### src/rtl/romld_pkg.sv
package romld_pkg;

  typedef enum logic [2:0] {
    ST_IDLE,
    ST_FETCH,
    ST_WRITE,
    ST_RESP,
    ST_NEXT,
    ST_DONE
  } ldState_t;

  // strobes from control to datapath
  typedef struct packed {
    logic loadStart;  // capture base, clear word index
    logic incIdx;     // step to the next word
  } ldStrobe_t;

endpackage

### src/rtl/romld_datapath.sv
module romld_datapath
  import romld_pkg::*;
#(
  parameter int WORDS = 32,
  localparam int IW = $clog2(WORDS)
) (
  input  logic          clk,
  input  logic          rstN,
  input  ldStrobe_t     strobe,
  input  logic [31:0]   loadBase,
  output logic [IW-1:0] wordIdx,
  output logic          lastWord,
  output logic [31:0]   byteAddr
);

  localparam logic [IW-1:0] LastIdx = IW'(WORDS - 1);

  logic [31:0] baseReg;

  always_ff @(posedge clk) begin
    if (!rstN) begin
      baseReg <= '0;
      wordIdx <= '0;
    end else if (strobe.loadStart) begin
      baseReg <= loadBase;
      wordIdx <= '0;
    end else if (strobe.incIdx) begin
      wordIdx <= wordIdx + 1'b1;
    end
  end

  assign lastWord = (wordIdx == LastIdx);
  assign byteAddr = baseReg + {{(30 - IW){1'b0}}, wordIdx, 2'b00};

endmodule

### src/rtl/romld_ctrl.sv
module romld_ctrl
  import romld_pkg::*;
(
  input  logic      clk,
  input  logic      rstN,
  input  logic      startPulse,
  input  logic      lastWord,
  input  logic      awReady,
  input  logic      wReady,
  input  logic      bValid,
  output ldStrobe_t strobe,
  output logic      awValid,
  output logic      wValid,
  output logic      bReady,
  output logic      loadDone
);

  ldState_t state, stateNext;
  logic awSent, wSent;
  logic awFin, wFin;

  always_comb begin
    awValid  = (state == ST_WRITE) && !awSent;
    wValid   = (state == ST_WRITE) && !wSent;
    bReady   = (state == ST_RESP);
    loadDone = (state == ST_DONE);
    awFin    = awSent || (awValid && awReady);
    wFin     = wSent || (wValid && wReady);

    strobe.loadStart = startPulse && ((state == ST_IDLE) || (state == ST_DONE));
    strobe.incIdx    = (state == ST_NEXT) && !lastWord;

    stateNext = state;
    unique case (state)
      ST_IDLE, ST_DONE: if (startPulse) stateNext = ST_FETCH;
      ST_FETCH:         stateNext = ST_WRITE;
      ST_WRITE:         if (awFin && wFin) stateNext = ST_RESP;
      ST_RESP:          if (bValid) stateNext = ST_NEXT;
      ST_NEXT:          stateNext = lastWord ? ST_DONE : ST_FETCH;
      default:          stateNext = ST_IDLE;
    endcase
  end

  always_ff @(posedge clk) begin
    if (!rstN) begin
      state  <= ST_IDLE;
      awSent <= 1'b0;
      wSent  <= 1'b0;
    end else begin
      state <= stateNext;
      if ((state == ST_WRITE) && !(awFin && wFin)) begin
        awSent <= awFin;
        wSent  <= wFin;
      end else begin
        awSent <= 1'b0;
        wSent  <= 1'b0;
      end
    end
  end

endmodule

### src/rtl/rom_image_loader.sv
module rom_image_loader
  import romld_pkg::*;
#(
  parameter int WORDS = 32,
  localparam int IW = $clog2(WORDS)
) (
  input  logic          clk,
  input  logic          rstN,
  input  logic          startPulse,
  input  logic [31:0]   loadBase,
  output logic [IW-1:0] romAddr,
  input  logic [31:0]   romData,
  output logic          loadDone,
  output logic          awValid,
  input  logic          awReady,
  output logic [31:0]   awAddr,
  output logic [2:0]    awProt,
  output logic          wValid,
  input  logic          wReady,
  output logic [31:0]   wData,
  output logic [3:0]    wStrb,
  input  logic          bValid,
  output logic          bReady
);

  ldStrobe_t strobe;
  logic      lastWord;

  romld_ctrl ctrl (
    .clk(clk), .rstN(rstN), .startPulse(startPulse), .lastWord(lastWord),
    .awReady(awReady), .wReady(wReady), .bValid(bValid), .strobe(strobe),
    .awValid(awValid), .wValid(wValid), .bReady(bReady), .loadDone(loadDone)
  );

  romld_datapath #(.WORDS(WORDS)) dpath (
    .clk(clk), .rstN(rstN), .strobe(strobe), .loadBase(loadBase),
    .wordIdx(romAddr), .lastWord(lastWord), .byteAddr(awAddr)
  );

  // ROM address is frozen through the write, so its output is used directly
  assign wData  = romData;
  assign wStrb  = 4'b1111;
  assign awProt = 3'b000;

endmodule

### config.mk
export PLATFORM = sky130hd
export DESIGN_NAME = rom_image_loader
export DESIGN_NICKNAME = d
export VERILOG_FILES = /design/src/rtl/romld_pkg.sv /design/src/rtl/romld_datapath.sv /design/src/rtl/romld_ctrl.sv /design/src/rtl/rom_image_loader.sv
export SDC_FILE = /design/constraint.sdc
export NUM_CORES = 1
export LEC_CHECK = 0
export BUFFER_PORTS_ARGS = -buffer_cell sky130_fd_sc_hd__clkbuf_2
export CORE_MARGIN = 5
export CORE_UTILIZATION = 45
export CTS_CLUSTER_DIAMETER = 50
export CTS_CLUSTER_SIZE = 20
export DETAILED_ROUTE_END_ITERATION = 8
export HOLD_SLACK_MARGIN = 0.08
export PLACE_DENSITY = 0.78
export SYNTH_ARGS = -nofsm -noshare
export SYNTH_HDL_FRONTEND = slang
export SYNTH_SLANG_ARGS = --single-unit
### constraint.sdc
create_clock -name clk -period 3.01 [get_ports clk]
set_input_delay 0.4515 -clock clk [delete_from_list [all_inputs] [get_ports clk]]
set_output_delay 0.4515 -clock clk [all_outputs]
set_load 0.005 [all_outputs]
After elaboration in Yosys (flattened, before gate mapping)
Cells that the tools add are included.
{"block": "totals", "out_inout_bits": 80, "in_bits": 70, "register_bits": 42}
{"block": "classes", "n_mux": 5, "n_addsub": 2, "bitwise": 1, "n_reduce_logical": 20, "eq_ne": 9}
{"op": "$add 32x7->32", "count": 1}
{"op": "$pmux 3 s5", "count": 1}
{"op": "$mux 3", "count": 4}
{"op": "$logic_and 1x1->1", "count": 8}
{"op": "$eq 3x2->1 const B", "count": 2}
{"op": "$eq 3x3->1 const B", "count": 2}
{"op": "$ne 2x2->1 const B", "count": 3}
{"op": "$add 5x1->5 const B", "count": 1}
{"op": "$eq 5x5->1 const B", "count": 1}
{"op": "$logic_not 1->1", "count": 4}
{"op": "$reduce_or 2->1", "count": 2}
{"op": "$eq 3x1->1 const B", "count": 1}
{"op": "$logic_not 3->1", "count": 1}
{"op": "$logic_or 1x1->1", "count": 3}
{"op": "$reduce_and 3->1", "count": 1}
{"op": "$reduce_and 2->1", "count": 1}
{"op": "$not 1->1", "count": 1}

Depth between registers and ports, before layout
Gate-level depths: netlist of run 1.
{"block": "logic_depth", "depth_word": 8, "ltp_mapped": 8, "ltp_nobuf": 7}

Cells and area by module
A second synthesis of run 1 with hierarchy kept.
{"block": "hier_totals", "cells_unflattened": 301, "area_unflattened_um2": 2725.1}
{"mod": "romld_datapath", "seq_area_each_um2": 740.7, "area_each_um2": 2129.5, "n_inst": 1, "cells_per_inst": 226}
{"mod": "rom_image_loader", "seq_area_each_um2": 0.0, "area_each_um2": 300.3, "n_inst": 1, "cells_per_inst": 41}
{"mod": "romld_ctrl", "seq_area_each_um2": 100.1, "area_each_um2": 295.3, "n_inst": 1, "cells_per_inst": 34}

Least setup slack after synthesis of run 1
OpenSTA, ideal clock, no wires.
{"block": "synth_timing", "path_kind": "flip-flop to output port", "from": "register dpath.wordIdx[0]", "to": "output port awAddr[28]", "setup_slack_ns": 0.614, "arrival_time_ns": 1.945, "stages_incl_launch_ff": 9, "t_required_ns": 2.558, "path_buffers": 1, "cell_sequence": "dfxtp_1 -> ha_1 -> inv_1 -> fa_1 -> nor2b_1 -> o31a_1 -> clkbuf_1 -> o2111ai_1 -> xnor2_1"}
{"block": "synth_via", "elab_chain_cells": 1}
{"item": "from (decl)", "line_no": "romld_datapath.sv:11", "text": "output logic [IW-1:0] wordIdx,"}
{"item": "from (signal assigned)", "line_no": "romld_datapath.sv:28", "text": "wordIdx <= wordIdx + 1'b1;"}
{"item": "$add 32x7->32", "line_no": "romld_datapath.sv:33", "text": "assign byteAddr = baseReg + {{(30 - IW){1'b0}}, wordIdx, 2'b00};"}
{"item": "to (decl)", "line_no": "rom_image_loader.sv:16", "text": "output logic [31:0] awAddr,"}
No other way between the ends.

Worst setup path in the final report of run 1
Same ends and word-level chain as after synthesis.

==> results of run 1 <==
## cell usage in the layout, fill, tap and decap left out, types with 4 or more instances in the layout
cell type / netlist / routed
a211oi_1: 7 / 7
a21oi_1: 38 / 38
buf_4: 41 / 7
clkbuf_2: 0 / 78
clkbuf_8: 0 / 6
conb_1: 2 / 7
dfxtp_1: 42 / 42
ha_1: 7 / 7
inv_1: 10 / 10
nand2_1: 76 / 76
nand3_1: 5 / 5
nand4_1: 6 / 6
nor2_1: 15 / 15
o2111ai_1: 5 / 5
o21ai_0: 4 / 4
o21ai_1: 4 / 4
xnor2_1: 17 / 17
xor2_1: 14 / 14
## stage by stage
stage	cells	cell area, sq um	hold slack [ps]
floorplan	357	2750	437
global placement	458	2900	443
detailed placement	458	2900	450
CTS	464	2990	353
global route	464	2990	366
finish	464	2990	362
## where the power goes
| group | total (mW) | internal [mW] | switching, mW |
|---|---|---|---|
| combinational | 0.647 | 0.286 | 0.361 |
| clock | 0.350 | 0.177 | 0.173 |
| sequential | 0.821 | 0.668 | 0.153 |
| total | 1.82 | 1.13 | 0.687 |
## per-layer routing
| layer | part of all wire [%] | up-vias | global-route usage (%) |
|---|---|---|---|
| met3 | 8.4 | 10 | 4.52 |
| li1 | - | 1217 | - |
| met1 | 41 | 1151 | 20.4 |
| met2 | 50 | 92 | 30.2 |
| met4 | 0.69 | 0 | 4.18 |
| met5 | 0 | - | 0 |
## cell type report
class / count / area, sq um
tap: 75 / 93.8
timing repair buffer: 85 / 443
multi-input combinational: 245 / 1490
fill: 595 / 2930
sequential: 42 / 841
inverter: 11 / 41.3
clock buffer: 6 / 82.6
## worst register-to-register path, delay by kind of cell, from the launching register on
kind | cells | cell delay [ps]
adders and majority gates | 2 | 480
xor gates and xnor gates | 1 | 160
and+or+nand+nor | 4 | 800
DFF | 1 | 360
## cells by family (layout without fill, tap and decap cells)
kind of cell               count (synthesis)  after routing  synth area share, %
and+or+nand+nor                          124            124                 22.3
AOI/OAI and AO/OA                         74             74                 16.8
buffers and inverters                     70            102                 15.6
DFF                                       42             42                 30.8
xor gates and xnor gates                  31             31                 9.94
adders and majority gates                  8              8                 3.94
other                                      2              7                0.275
muxes                                      1              1                0.367
## sequential cells by signal, summed over array words and instances (netlist names)
register and cells:
ctrl.state 3, dpath.wordIdx 5, dpath.baseReg 32, ctrl.awSent 1
ctrl.wSent 1
## worst min-delay path by stage
stage,end,slack [ps],cells after the start
after detailed placement,dpath.baseReg[0],450,2
after CTS,ctrl.awSent,350,2
after global routing,ctrl.awSent,370,2
after global placement,dpath.baseReg[0],440,2
after floorplan,dpath.baseReg[0],440,2
final,ctrl.awSent,360,2
==> impl_metrics.json, run 1 <==
{
  "slowest_delay_ps": 420,
  "wl_microns": 6420,
  "cp-start-kind": "flip-flop",
  "core_area_sq_um": 5920,
  "grt_first_pass_wirelength_microns": 10600,
  "synth-edff-count": 0,
  "grt_start_max_net_pins": 33,
  "total_power_mw": 1.82,
  "finalWorstSetupSlack_ps": 273,
  "clkTransAtPathRegs_ps": 70,
  "final_util_pct": 50.4,
  "synth_top_cell_by_area": "dfxtp_1",
  "avgRoutedWirePerCell_microns": 13.8,
  "cp_data_required_time_ps": 2560,
  "clock-sinks": 42,
  "drt_iter0_drc": 106,
  "cts_hold_buf": 0,
  "ys_warn_count": 0,
  "path_buf_inv": 3,
  "diodes": 0,
  "globalplace.congestion": 0.798,
  "slew_violations": 0,
  "cp-startpoint": "dpath.wordIdx[0]",
  "synth_area_sq_um": 2730,
  "syn_inst": 352,
  "crit_cells": 9,
  "max_slew_margin_pct": 49.7,
  "first_pass_iters": 4,
  "worstMarginPinSlew_ps": 750,
  "via_per_inst": 5.32,
  "ys_async_sr_fraction_pct": 0,
  "die_w_microns": 87.9,
  "rr_worst_depth": 7,
  "dpl.hpwl_microns": 4930,
  "reg2reg_from": "dpath.wordIdx[0]",
  "cp-endpoint": "awAddr[28]",
  "io_pins": 150,
  "nets": 468,
  "cts_buffers": 5,
  "yosysSeqAreaShare_pct": 30.8,
  "crit_family": "adder cells",
  "synth_commonest_cells": "76 x nand2_1, 42 x dfxtp_1, 41 x buf_4, 38 x a21oi_1, 17 x xnor2_1",
  "layout-drive-gt1-share_pct": 25.2,
  "setup_tns_ps": 0,
  "synth_ff_type": "dfxtp_1",
  "clock_latency_ps": 280,
  "power_density_nw_per_um2": 609,
  "die_h_microns": 87.9,
  "max_cap_viol_count": 0,
  "crit_fanout": 13,
  "grt.overflow.total": 0,
  "status": "complete, no violations",
  "synth.avg_cell_area_sq_um": 7.76,
  "synth_cell_types": 43,
  "period_minus_slack_ps": 2740,
  "cts_tree": "yes",
  "p_leak_nw": 1.34,
  "ys_ff_latch": 42,
  "post_cts_buffers": 0,
  "rows": 28,
  "worst_path_max_delay_cell": "dfxtp_1",
  "initial_core_util_pct": 46.1,
  "vias": 2470,
  "r2r-end": "dpath.wordIdx[3]",
  "r2r_setup_slack_ps": 1100,
  "cts_resized": 0,
  "synth.area.top_cells": "dfxtp_1 31%, buf_4 11%, nand2_1 10%, a21oi_1 7.0%, xnor2_1 5.5%",
  "synthToLayoutAreaGrowth_pct": 9.39,
  "path_cells": "ha_1 -> inv_1 -> fa_1 -> nor2b_1 -> o31a_1 -> buf_4 -> o2111ai_1 -> xnor2_1 -> clkbuf_2",
  "drc": 0,
  "root_buffer": "clkbuf_8",
  "synth_most_common_cell": "nand2_1",
  "first_global_vias": 2368,
  "htree_num_levels": 2,
  "crit_type": "flip-flop to primary output",
  "cp.arrival_ps": 2290,
  "peakVddDrop_mv": 0.456,
  "clk_path_buf_depth": 2,
  "antenna_found_initial": 0,
  "hold_start": "wReady",
  "grt.total_usage_pct": 17.0,
  "port_buffers": 78,
  "synth_top_area_share_pct": 30.8,
  "hold_violations": 0,
  "cp-end-kind": "primary output",
  "dp_slack_ps": 575,
  "fin_worst_skew_ps": 7.73,
  "fp.dieArea_sq_um": 7720,
  "setup_violations": 0,
  "fmax_ghz": 0.365,
  "rsz0062_at_grt": "no",
  "ant_nets": 0,
  "min_period_over_period_pct": 90.9,
  "hp-class": "primary input to flip-flop"
}
No activity file was read; power rests on OpenSTA's default activity.
==> run 2, diff against run 1 <==
--- a/config.mk
+++ b/config.mk
@@ -7,12 +7,12 @@
 export LEC_CHECK = 0
 export BUFFER_PORTS_ARGS = -buffer_cell sky130_fd_sc_hd__clkbuf_2
 export CORE_MARGIN = 5
-export CORE_UTILIZATION = 45
+export CORE_UTILIZATION = 49
 export CTS_CLUSTER_DIAMETER = 50
 export CTS_CLUSTER_SIZE = 20
 export DETAILED_ROUTE_END_ITERATION = 8
 export HOLD_SLACK_MARGIN = 0.08
-export PLACE_DENSITY = 0.78
+export PLACE_DENSITY = 0.84
 export SYNTH_ARGS = -nofsm -noshare
 export SYNTH_HDL_FRONTEND = slang
 export SYNTH_SLANG_ARGS = --single-unit
==> constraint.sdc (replaced) <==
create_clock -name clk -period 3.3 [get_ports clk]
set_input_delay 0.495 -clock clk [delete_from_list [all_inputs] [get_ports clk]]
set_output_delay 0.495 -clock clk [all_outputs]
set_load 0.005 [all_outputs]
==> run 2 against run 1 <==
Sequential power shrank 8.9%. Clock skew shrank 6.4 ps. Worst hold slack gained 33 ps. Setup slack lost 55 ps. Critical path type unchanged. Critical endpoint is now awAddr[10].
==> impl_metrics.json, run 2 (same netlist as run 1, synthesis figures left out) <==
{
  "wl_microns": 6560,
  "hold_depth": 2,
  "port_buffers": 78,
  "total_power_mw": 1.68,
  "status": "complete, no violations",
  "min_to": "ctrl.awSent",
  "slew_violations": 0,
  "period_minus_slack_ps": 3080,
  "cts_resized": 0,
  "r2r-end": "dpath.baseReg[24]",
  "cts_buffers": 5,
  "synthToLayoutAreaGrowth_pct": 9.03,
  "grt_start_max_net_pins": 34,
  "clock_latency_ps": 290,
  "clock-sinks": 42,
  "setup_violations": 0,
  "min_period_over_period_pct": 93.4,
  "antenna_found_initial": 0,
  "slowest_delay_ps": 490,
  "grt_first_pass_wirelength_microns": 11000,
  "rsz0062_at_grt": "no",
  "wl_met1_microns": 2830,
  "area.sequential_sq_um": 841,
  "io_pins": 150,
  "fmax_ghz": 0.324,
  "crit_type": "flip-flop to primary output",
  "worstMarginPinSlew_ps": 664,
  "die_w_microns": 84.6,
  "final_cells": 461,
  "grt.overflow.total": 0,
  "clkTransAtPathRegs_ps": 80,
  "final_area_sq_um": 2980,
  "clk_path_buf_depth": 2,
  "largest_register": "dpath.baseReg",
  "peakVddDrop_mv": 0.500,
  "cp.arrival_ps": 2590,
  "top_layer": "met4",
  "max_slew_margin_pct": 55.6,
  "p_leak_nw": 1.34,
  "hold_violations": 0,
  "multi_input_area_sq_um": 1490,
  "reg2reg_from": "ctrl.state[2]",
  "p_sw_share_pct": 38.2,
  "cts_tree": "yes",
  "largest_register_ffs": 32,
  "rows": 27,
  "layout_commonest_cell": "clkbuf_2",
  "path_cells": "ha_1 -> inv_1 -> fa_1 -> nor2b_1 -> o31a_1 -> o2111ai_1 -> xnor2_1 -> clkbuf_2",
  "cts_hold_buf": 0,
  "post_cts_buffers": 0,
  "hold_start": "wReady",
  "cp-start-kind": "flip-flop",
  "core_area_sq_um": 5470,
  "cp-end-kind": "primary output",
  "p_int_mw": 1.04,
  "hp-class": "primary input to flip-flop",
  "htree_num_levels": 2,
  "fp.dieArea_sq_um": 7160,
  "crit_fanout": 13,
  "first_global_vias": 2371,
  "initial_core_util_pct": 49.9,
  "place_inst": 453,
  "drc": 0,
  "die_h_microns": 84.6,
  "drt_iter0_drc": 116,
  "r2r_setup_slack_ps": 1350,
  "setup_tns_ps": 0,
  "pwr-share-comb_pct": 35.3,
  "worst_path_max_delay_cell": "o31a_1",
  "power_density_nw_per_um2": 566,
  "placed_cell_area_sq_um": 2890,
  "seq_power_share_pct": 44.4,
  "fin_worst_skew_ps": 1.32,
  "dpl.hpwl_microns": 4920,
  "clock_power_share_pct": 20.3,
  "rr_worst_depth": 5,
  "final_util_pct": 54.4,
  "power.switching_mw": 0.644,
  "path_buf_inv": 2,
  "grt.total_usage_pct": 18.3,
  "globalplace.congestion": 0.822,
  "crit_family": "compound AO/OA/AOI/OAI gates",
  "root_buffer": "clkbuf_8",
  "fillers": 531,
  "via_per_inst": 5.29,
  "wl_met3_microns": 467,
  "cp_data_required_time_ps": 2800,
  "ant_nets": 0,
  "layout-drive-gt1-share_pct": 24.9,
  "first_pass_iters": 4,
  "max_cap_viol_count": 0,
  "reg_top3": "dpath.baseReg: 32 flops, dpath.wordIdx: 5 flops, ctrl.state: 3 flops",
  "diodes": 0,
  "mostFrequentLayoutCells": "78 x clkbuf_2, 76 x nand2_1, 42 x dfxtp_1",
  "vias": 2438,
  "avgRoutedWirePerCell_microns": 14.2,
  "nets": 466,
  "wl_met2_microns": 3180
}
-- run 2: changes by cell type in the layout (fill, tap and decap cells not counted) --
cell and change:
buf_4 -2, clkinv_2 +1, clkbuf_1 +1
-- run 2: final cells by class --
class	count	share of cell area, %
multi-input combinational	245	49.9
sequential	42	28.2
timing repair buffer	83	14.4
tap	72	3.03
clock buffer	7	2.90
inverter	11	1.39
clock inverter	1	0.168
-- run 2: worst reg2reg max path, stage by stage (launching register included) --
cell	delay, ps
dfxtp_1	540
xnor2_1	180
nor2b_2	600
buf_4	350
nand2_1	100
a21oi_1	120
-- run 2: worst max-delay path by stage --
stage / from / endpoint / cells past startpoint
after floorplan: dpath.wordIdx[0] / awAddr[28] / 8
after global routing: dpath.wordIdx[0] / awAddr[10] / 8
after CTS: dpath.wordIdx[0] / awAddr[10] / 8
after global placement: dpath.wordIdx[0] / awAddr[10] / 8
final: dpath.wordIdx[0] / awAddr[10] / 8
after detailed placement: dpath.wordIdx[0] / awAddr[10] / 8
-- run 2: power by group through the flow --
stage | clock, mW | combinational (mW) | sequential, mW
2_1_floorplan | 0 | 0.489 | 0.695
3_3_place_gp | 0 | 0.594 | 0.750
3_5_place_dp | 0 | 0.607 | 0.759
4_1_cts | 0.352 | 0.609 | 0.746
5_1_grt | 0.374 | 0.679 | 0.768
6_report | 0.341 | 0.595 | 0.748
-- run 2: per-stage QoR --
| step | hold slack, ps | setup WS [ps] |
|---|---|---|
| finish | 395 | 218 |
| global route | 386 | 6.62 |
| global placement | 443 | 607 |
| detailed placement | 448 | 532 |
| CTS | 387 | 195 |
| floorplan | 437 | 860 |
-- run 2: routing by layer --
metal / vias up / track usage, %
met4: 0 / 5.32
li1: 1227 / -
met2: 84 / 30.6
met3: 13 / 4.71
met5: - / 0
met1: 1114 / 23.1
==> run 3, diff against run 2 <==
--- a/config.mk
+++ b/config.mk
@@ -13,6 +13,7 @@
 export DETAILED_ROUTE_END_ITERATION = 8
 export HOLD_SLACK_MARGIN = 0.08
 export PLACE_DENSITY = 0.84
+export RECOVER_POWER = 50
 export SYNTH_ARGS = -nofsm -noshare
 export SYNTH_HDL_FRONTEND = slang
 export SYNTH_SLANG_ARGS = --single-unit
==> run 3 against run 2 <==
Setup slack better by 1.4 ps. Routed wire length up 0.47%. Via count grew 0.33%. Largest power group unchanged. Highest routed layer unchanged.
==> impl_metrics.json, run 3 (same netlist as run 1, synthesis figures left out) <==
{
  "crit_type": "flip-flop to primary output",
  "grt.total_usage_pct": 18.3,
  "fin_worst_skew_ps": 1.87,
  "final_util_pct": 54.3,
  "root_buffer": "clkbuf_8",
  "max_slew_margin_pct": 24.1,
  "cp-end-kind": "primary output",
  "layout-drive-gt1-share_pct": 24.2,
  "dp_slack_ps": 532,
  "worstMarginPinSlew_ps": 1140,
  "placed_cell_area_sq_um": 2890,
  "slew_violations": 0,
  "clk_path_buf_depth": 2,
  "vias": 2446,
  "final_cells": 461,
  "fp.dieArea_sq_um": 7160,
  "grt_first_pass_wirelength_microns": 11000,
  "fmax_ghz": 0.325,
  "antenna_found_initial": 0,
  "globalplace.congestion": 0.822,
  "period_minus_slack_ps": 3080,
  "multi_input_area_sq_um": 1480,
  "rows": 27,
  "nets": 466,
  "peakVddDrop_mv": 0.496,
  "rsz0062_at_grt": "no",
  "cts_hold_buf": 0,
  "setup_tns_ps": 0,
  "hold_ws_ps": 396,
  "dpl.hpwl_microns": 4920,
  "setup_violations": 0,
  "avgRoutedWirePerCell_microns": 14.3,
  "crit_family": "compound AO/OA/AOI/OAI gates",
  "port_buffers": 78,
  "synthToLayoutAreaGrowth_pct": 8.85,
  "cts_resized": 0,
  "io_pins": 150,
  "worst_path_max_delay_cell": "o31a_1",
  "clkTransAtPathRegs_ps": 80,
  "path_buf_inv": 2,
  "status": "complete, no violations",
  "first_global_vias": 2371,
  "min_period_over_period_pct": 93.3,
  "via_per_inst": 5.31,
  "drt_iter0_drc": 108,
  "hold_violations": 0,
  "cts_tree": "yes",
  "largest_register_ffs": 32,
  "initial_core_util_pct": 49.9,
  "cp-start-kind": "flip-flop",
  "largest_register": "dpath.baseReg",
  "drc": 0,
  "total_power_mw": 1.69,
  "diodes": 0,
  "grt.overflow.total": 0,
  "grt_start_max_net_pins": 34,
  "path_cells": "ha_1 -> inv_1 -> fa_1 -> nor2b_1 -> o31a_1 -> o2111ai_1 -> xnor2_1 -> clkbuf_2",
  "final_area_sq_um": 2970,
  "ant_nets": 0,
  "crit_fanout": 13,
  "place_inst": 453,
  "core_area_sq_um": 5470,
  "mostFrequentLayoutCells": "76 x nand2_1, 76 x clkbuf_2, 42 x dfxtp_1",
  "max_cap_viol_count": 0,
  "post_cts_buffers": 0,
  "finalWorstSetupSlack_ps": 220,
  "htree_num_levels": 2,
  "die_w_microns": 84.6,
  "wl_microns": 6590,
  "area.sequential_sq_um": 841,
  "die_h_microns": 84.6,
  "slowest_delay_ps": 500,
  "power_density_nw_per_um2": 567,
  "p_leak_nw": 1.33,
  "hp-class": "primary input to flip-flop",
  "first_pass_iters": 4,
  "cp_data_required_time_ps": 2800,
  "clock_latency_ps": 290,
  "clock-sinks": 42,
  "cts_buffers": 5,
  "fillers": 532,
  "reg_top3": "dpath.baseReg: 32 flops, dpath.wordIdx: 5 flops, ctrl.state: 3 flops",
  "cp.arrival_ps": 2590
}
run 3: cell counts in the layout (fill, tap and decap cells not counted):
No cell type changed its count.
run 3: cell type report:
cell class | count | share of cell area [%]
Multi-Input combinational cell | 245 | 49.9
Sequential cell | 42 | 28.3
Timing Repair Buffer | 83 | 14.3
Tap cell | 72 | 3.03
Clock buffer | 7 | 2.91
Inverter | 11 | 1.39
Clock inverter | 1 | 0.168
run 3: metal layers:
metal / vias to the layer above / GRT usage (%) / part of all wire, %
li1: 1224 / - / -
met1: 1130 / 23.1 / 43
met2: 79 / 30.6 / 49
met3: 13 / 4.71 / 6.7
met4: 0 / 5.32 / 1.3
met5: - / 0 / 0
run 3: path summary, 6_finish.rpt:
path | from | end | slack, ps | depth (start not counted)
worst max-delay path | dpath.wordIdx[0] | awAddr[10] | 220 | 8
worst min-delay path | wReady | ctrl.awSent | 400 | 2
worst max register to register | ctrl.state[2] | dpath.baseReg[4] | 980 | 5
worst min register to register | dpath.baseReg[0] | dpath.baseReg[0] | 460 | 2
run 3: power breakdown:
part	switching (mW)	internal, mW	total [mW]
sequential	0.139	0.609	0.748
combinational	0.335	0.261	0.595
clock	0.173	0.169	0.342
total	0.646	1.04	1.68
